**src/rtl/uart_gate_pkg.sv**
```systemverilog
`timescale 1ns/1ps
package uart_gate_pkg;
    typedef enum logic [0:0] {
        RX_WAIT  = 1'b0,
        RX_FRAME = 1'b1
    } rx_state_t;

    typedef enum logic [1:0] {
        TX_IDLE = 2'd0,
        TX_DATA = 2'd1,
        TX_FLOW = 2'd2
    } tx_state_t;

    localparam int STAT_W      = 8;
    localparam int ST_RX_OFF   = 0;
    localparam int ST_TX_OFF   = 1;
    localparam int ST_DSR_HOLD = 2;
    localparam int ST_RX_BUSY  = 3;
    localparam int ST_SPC      = 4;
    localparam int ST_RSVD     = 5;
    localparam int ST_TX_BUSY  = 6;
    localparam int ST_TX_IDLE  = 7;
endpackage

```
**src/rtl/rx_gate_fsm.sv**
```systemverilog
`timescale 1ns/1ps
module rx_gate_fsm
    import uart_gate_pkg::*;
(
    input  logic clk,
    input  logic rst_n,
    input  logic off_req,
    input  logic start,
    input  logic done,
    input  logic is_flow,
    input  logic is_special,
    output logic store_en,
    output logic flow_act,
    output logic special_hit,
    output logic spc_det_en,
    output logic off_eff,
    output logic in_char
);
    rx_state_t state, nxt;
    logic      frame_end;

    // state register; the off setting is only sampled between characters
    always_ff @(posedge clk or negedge rst_n) begin
        if (!rst_n) begin
            state   <= RX_WAIT;
            off_eff <= 1'b0;
        end else begin
            state <= nxt;
            if (state == RX_WAIT) off_eff <= off_req;
        end
    end

    always_comb begin
        nxt = state;
        unique case (state)
            RX_WAIT:  if (start) nxt = RX_FRAME;
            RX_FRAME: if (done)  nxt = RX_WAIT;
            default:             nxt = RX_WAIT;
        endcase
    end

    // outputs
    always_comb begin
        frame_end   = (state == RX_FRAME) && done;
        store_en    = frame_end && !off_eff;
        flow_act    = frame_end && is_flow;
        special_hit = store_en && is_special;
        spc_det_en  = !off_eff;
        in_char     = (state == RX_FRAME);
    end
endmodule

```
**src/rtl/tx_gate_fsm.sv**
```systemverilog
`timescale 1ns/1ps
module tx_gate_fsm
    import uart_gate_pkg::*;
(
    input  logic clk,
    input  logic rst_n,
    input  logic off_req,
    input  logic dsr_fc_en,
    input  logic dsr_n,
    input  logic fifo_empty,
    input  logic flow_pend,
    input  logic done,
    output logic data_go,
    output logic flow_go,
    output logic off_eff,
    output logic dsr_hold,
    output logic in_char
);
    tx_state_t state, nxt;
    logic      data_ok;

    always_ff @(posedge clk or negedge rst_n) begin
        if (!rst_n) begin
            state   <= TX_IDLE;
            off_eff <= 1'b0;
        end else begin
            state <= nxt;
            if (state == TX_IDLE) off_eff <= off_req;
        end
    end

    always_comb begin
        dsr_hold = dsr_fc_en && dsr_n;
        data_ok  = !fifo_empty && !off_req && !dsr_hold;
    end

    always_comb begin
        nxt = state;
        unique case (state)
            TX_IDLE: begin
                if (flow_pend)    nxt = TX_FLOW;
                else if (data_ok) nxt = TX_DATA;
            end
            TX_DATA: if (done) nxt = TX_IDLE;
            TX_FLOW: if (done) nxt = TX_IDLE;
            default:           nxt = TX_IDLE;
        endcase
    end

    // outputs: permissions only leave the idle state
    always_comb begin
        flow_go = (state == TX_IDLE) && flow_pend;
        data_go = (state == TX_IDLE) && !flow_pend && data_ok;
        in_char = (state != TX_IDLE);
    end
endmodule

```
**src/rtl/aux_status_reg.sv**
```systemverilog
`timescale 1ns/1ps
module aux_status_reg
    import uart_gate_pkg::*;
#(
    parameter int W = STAT_W
) (
    input  logic         clk,
    input  logic         rst_n,
    input  logic         rd,
    input  logic         special_hit,
    input  logic         rx_off,
    input  logic         tx_off,
    input  logic         dsr_hold,
    input  logic         rx_busy,
    input  logic         tx_busy,
    input  logic         fifo_empty,
    input  logic         shift_empty,
    output logic [W-1:0] stat
);
    logic spc_flag;

    // a new detection wins over a read in the same cycle
    always_ff @(posedge clk or negedge rst_n) begin
        if (!rst_n)           spc_flag <= 1'b0;
        else if (special_hit) spc_flag <= 1'b1;
        else if (rd)          spc_flag <= 1'b0;
    end

    always_comb begin
        stat              = '0;
        stat[ST_RX_OFF]   = rx_off;
        stat[ST_TX_OFF]   = tx_off;
        stat[ST_DSR_HOLD] = dsr_hold;
        stat[ST_RX_BUSY]  = rx_busy;
        stat[ST_SPC]      = spc_flag;
        stat[ST_RSVD]     = 1'b0;
        stat[ST_TX_BUSY]  = tx_busy;
        stat[ST_TX_IDLE]  = fifo_empty && shift_empty;
    end
endmodule

```
**src/rtl/uart_path_gate.sv**
```systemverilog
`timescale 1ns/1ps
module uart_path_gate
    import uart_gate_pkg::*;
(
    input  logic              clk,
    input  logic              rst_n,
    input  logic              rx_off_req,
    input  logic              tx_off_req,
    input  logic              dsr_fc_en,
    input  logic              dsr_n,
    input  logic              rx_start,
    input  logic              rx_done,
    input  logic              rx_is_flow,
    input  logic              rx_is_special,
    input  logic              tx_fifo_empty,
    input  logic              tx_shift_empty,
    input  logic              tx_flow_pend,
    input  logic              tx_done,
    input  logic              stat_rd,
    output logic              rx_store_en,
    output logic              rx_flow_act,
    output logic              spc_det_en,
    output logic              tx_data_go,
    output logic              tx_flow_go,
    output logic [STAT_W-1:0] stat
);
    logic rx_off_eff, tx_off_eff, dsr_hold;
    logic rx_in_char, tx_in_char, special_hit;

    rx_gate_fsm u_rx (
        .clk        (clk),
        .rst_n      (rst_n),
        .off_req    (rx_off_req),
        .start      (rx_start),
        .done       (rx_done),
        .is_flow    (rx_is_flow),
        .is_special (rx_is_special),
        .store_en   (rx_store_en),
        .flow_act   (rx_flow_act),
        .special_hit(special_hit),
        .spc_det_en (spc_det_en),
        .off_eff    (rx_off_eff),
        .in_char    (rx_in_char)
    );

    tx_gate_fsm u_tx (
        .clk       (clk),
        .rst_n     (rst_n),
        .off_req   (tx_off_req),
        .dsr_fc_en (dsr_fc_en),
        .dsr_n     (dsr_n),
        .fifo_empty(tx_fifo_empty),
        .flow_pend (tx_flow_pend),
        .done      (tx_done),
        .data_go   (tx_data_go),
        .flow_go   (tx_flow_go),
        .off_eff   (tx_off_eff),
        .dsr_hold  (dsr_hold),
        .in_char   (tx_in_char)
    );

    aux_status_reg #(.W(STAT_W)) u_stat (
        .clk        (clk),
        .rst_n      (rst_n),
        .rd         (stat_rd),
        .special_hit(special_hit),
        .rx_off     (rx_off_eff),
        .tx_off     (tx_off_eff),
        .dsr_hold   (dsr_hold),
        .rx_busy    (rx_in_char),
        .tx_busy    (tx_in_char),
        .fifo_empty (tx_fifo_empty),
        .shift_empty(tx_shift_empty),
        .stat       (stat)
    );
endmodule

```
**config.mk**
```make
export PLATFORM = sky130hd
export DESIGN_NAME = uart_path_gate
export DESIGN_NICKNAME = d
export VERILOG_FILES = /design/src/rtl/uart_gate_pkg.sv /design/src/rtl/rx_gate_fsm.sv /design/src/rtl/tx_gate_fsm.sv /design/src/rtl/aux_status_reg.sv /design/src/rtl/uart_path_gate.sv
export SDC_FILE = /design/constraint.sdc
export NUM_CORES = 1
export LEC_CHECK = 0
export ABC_AREA = 0
export ABC_CLOCK_PERIOD_IN_PS = 1000
export CAP_MARGIN = 0
export CORE_UTILIZATION = 28
export DETAILED_ROUTE_END_ITERATION = 16
export GPL_TIMING_DRIVEN = 0
export HOLD_SLACK_MARGIN = 0.15
export PLACE_DENSITY = 0.76
export SYNTH_ARGS = -nofsm -noshare
export SYNTH_HDL_FRONTEND = slang
export SYNTH_SLANG_ARGS = --single-unit
```
**constraint.sdc**
```tcl
create_clock -name clk -period 1 [get_ports clk]
set_input_delay 0.15 -clock clk [delete_from_list [all_inputs] [get_ports clk]]
set_output_delay 0.15 -clock clk [all_outputs]
set_load 0.005 [all_outputs]
```
==> impl_metrics.env <==
export IMPL_status="complete, but fails checks"
export IMPL_failed_checks="setup timing"
export IMPL_cts_root_buf="clkbuf_4"
export IMPL_cpMaxStageDelayCell="dfrtp_1"
export IMPL_fillCellCount=76
export IMPL_worst_path_buf_inv=4
export IMPL_core_area_um2=1160
export IMPL_crit_required_ps=850
export IMPL_syn_inst=38
export IMPL_dieHeight_um=38.2
export IMPL_num_rows=12
export IMPL_rsz0062_at_grt="true"
export IMPL_dr_total_vias=418
export IMPL_grt_max_degree=7
export IMPL_die_area_um2=1460
export IMPL_wl_per_cell_um=11.3
export IMPL_start_util_pct=31.8
export IMPL_numCtsBuffers=3
export IMPL_finalHoldViolCount=0
export IMPL_synth_top_area_share_pct=40.8
export IMPL_ir_drop_mv=1.46
export IMPL_total_power_mw=1.61
export IMPL_totalWireLength_mm=1.07
export IMPL_worst_slack_ps=-263
export IMPL_dp_worst_setup_slack_ps=-720
export IMPL_port_buffers=26
export IMPL_final_min_clock_period_ps=1260
export IMPL_critPathCaptureType="output port"
export IMPL_clkLatencyLatePin_ps=240
export IMPL_diodes=0
export IMPL_yosys_warnings=0
export IMPL_first_global_vias=385
export IMPL_place_congestion=0.744
export IMPL_drv_slew=0
export IMPL_num_io_pins=28
export IMPL_grt_overflow=0
export IMPL_clock_skew_ps=1.72
export IMPL_clock_sinks=6
export IMPL_cp_start_kind="register"
export IMPL_crit_chain="inv_2 -> ha_4 -> inv_4 -> buf_4 -> buf_6"
export IMPL_die_w_um=38.2
export IMPL_setup_viol=12
export IMPL_worstPathMaxFanout=3
export IMPL_postRouteAntennaNets=0
export IMPL_syn_area_um2=368
export IMPL_power_density_nw_per_um2=1910
export IMPL_syn_to_final_growth_pct=129
export IMPL_critical_path_top_delay_family="flip-flops"
export IMPL_post_route_period_util_pct=126
export IMPL_crit_arrival_ps=1110
export IMPL_layoutNonFillerInstCount=94
export IMPL_drt_first_pass_iters=4
export IMPL_grtUsageTotal_pct=16.8
export IMPL_hold_class="input pin to register"
export IMPL_drt_iter0_markers=4
export IMPL_ys_types=18
export IMPL_cts_tree="built"
export IMPL_avgSynthCellArea_um2=9.68
export IMPL_cts_clk_slew_worst_paths_ps=40
export IMPL_grt_pass1_wl_mm=1.61
export IMPL_drive_gt1_share_pct=61.3
export IMPL_synth_area_leader_cell="dfrtp_1"
export IMPL_critPathKind="register to output port"
export IMPL_synth_area_leaders="dfrtp_1, buf_4, inv_1, mux2_2, and2_1"
export IMPL_dp_cells=78
export IMPL_maxCapViolCount=0
export IMPL_clock_path_buffers=2
export IMPL_slowest_delay_ps=380
export IMPL_yosysSeqAreaShare_pct=40.8
export IMPL_ys_seq_elements=6
export IMPL_routed_via_density=4.45
export IMPL_syn_nets=54
export IMPL_p_leak_nw=0.425
export IMPL_max_freq_mhz=792
export IMPL_finalNetCount=98
export IMPL_htree_num_levels=1
export IMPL_dpl_hpwl_um=651
export IMPL_drc=0
export IMPL_antenna_found_initial=0
cells in the mapped netlist:
master	count
a22o_1	1
and2_2	1
dfrtp_1	6
buf_4	7
and2_1	2
nor3_1	1
conb_1	1
nand2b_1	2
ha_1	1
a22oi_1	1
a211o_1	1
and3_1	2
mux2i_1	1
mux2_2	2
inv_1	6
a21boi_1	1
o21ai_0	1
o22ai_1	1
path summary, 6_finish.rpt:
kind	start	endpoint	slack, ps	cells after the start
min	tx_off_req	u_tx.off_eff	300	2
min reg2reg	u_tx.state[0]	u_tx.state[0]	540	2
max in group asynchronous	rst_n	u_rx.in_char	60	2
max reg2reg	u_tx.state[1]	u_tx.off_eff	-220	5
max	u_tx.state[1]	stat[6]	-260	5
min in group asynchronous	rst_n	u_stat.spc_flag	700	2
flip-flops by register name, indices dropped and copies added (netlist names):
signal	count
u_tx.off_eff	1
u_rx.in_char	1
u_rx.off_eff	1
u_stat.spc_flag	1
u_tx.state	2
kinds of logic after synthesis:
logic type	Yosys count	share of synthesized area, %
buf+inv	13	20.4
simple gates	8	13.6
compound gates	6	11.9
flops	6	40.8
mux	3	8.84
fa+ha+maj	1	3.40
other cells	1	1.02
timing repair:
action,in CTS,in global routing
hold buffers,1,0
gates cloned,0,0
setup buffers,12,6
setup endpoints to repair,15,13
pin swaps,6,2
endpoints found under the hold margin,3,0
resized for setup,80,8
power by group:
part | leakage (nW) | internal [mW] | switching, mW | total [mW]
Clock | 0.0138 | 0.135 | 0.0792 | 0.214
Sequential | 0.0733 | 0.311 | 0.0471 | 0.358
Combinational | 0.338 | 0.690 | 0.346 | 1.04
Total | 0.425 | 1.14 | 0.472 | 1.61
stage by stage:
stage                     utilization [%]  hold WS [ps]  cell area, um^2  setup TNS, ps
final                                72.8           296              842          -1860
after global routing                 72.8           311              842          -2360
after CTS                            70.8           280              818          -1770
after detailed placement             55.8           407              646          -4600
after global placement               55.8           408              646          -4470
after floorplan                         -          -146              368           -162
cells in the final DEF, fill, tap and decap left out:
master	synthesis	final
a211o_1	1	1
a21boi_1	1	1
a22o_1	1	1
a22oi_2	0	1
and2_1	2	1
and2_2	1	1
and2_4	0	1
and3_4	0	2
buf_2	0	4
buf_4	7	10
buf_6	0	17
clkbuf_4	0	3
clkdlybuf4s15_1	0	1
clkdlybuf4s50_1	0	10
conb_1	1	1
dfrtp_1	6	5
dfrtp_2	0	1
dlygate4sd2_1	0	3
dlygate4sd3_1	0	1
ha_4	0	1
inv_1	6	2
inv_2	0	3
inv_4	0	1
mux2_4	0	2
mux2i_1	1	1
nand2b_1	2	1
nand2b_4	0	1
nor3_2	0	1
o21ai_0	1	1
o22ai_1	1	1
layer usage:
metal	routed length (um)	GRT usage, %
met1	408	18.8
met2	584	26.7
met3	58	7.56
met4	15	8.04
met5	0	0
final cells by class:
type                            count  area, um^2  area share (%)
Buffer                              3        22.5            2.67
Clock buffer                        3        22.5            2.67
Inverter                            6        25.0            2.97
Multi-Input combinational cell     19         193            22.9
Sequential cell                     6         151            18.0
Tap cell                           14        17.5            2.08
Timing Repair Buffer               43         410            48.7
(Power assumes the default switching activity.)
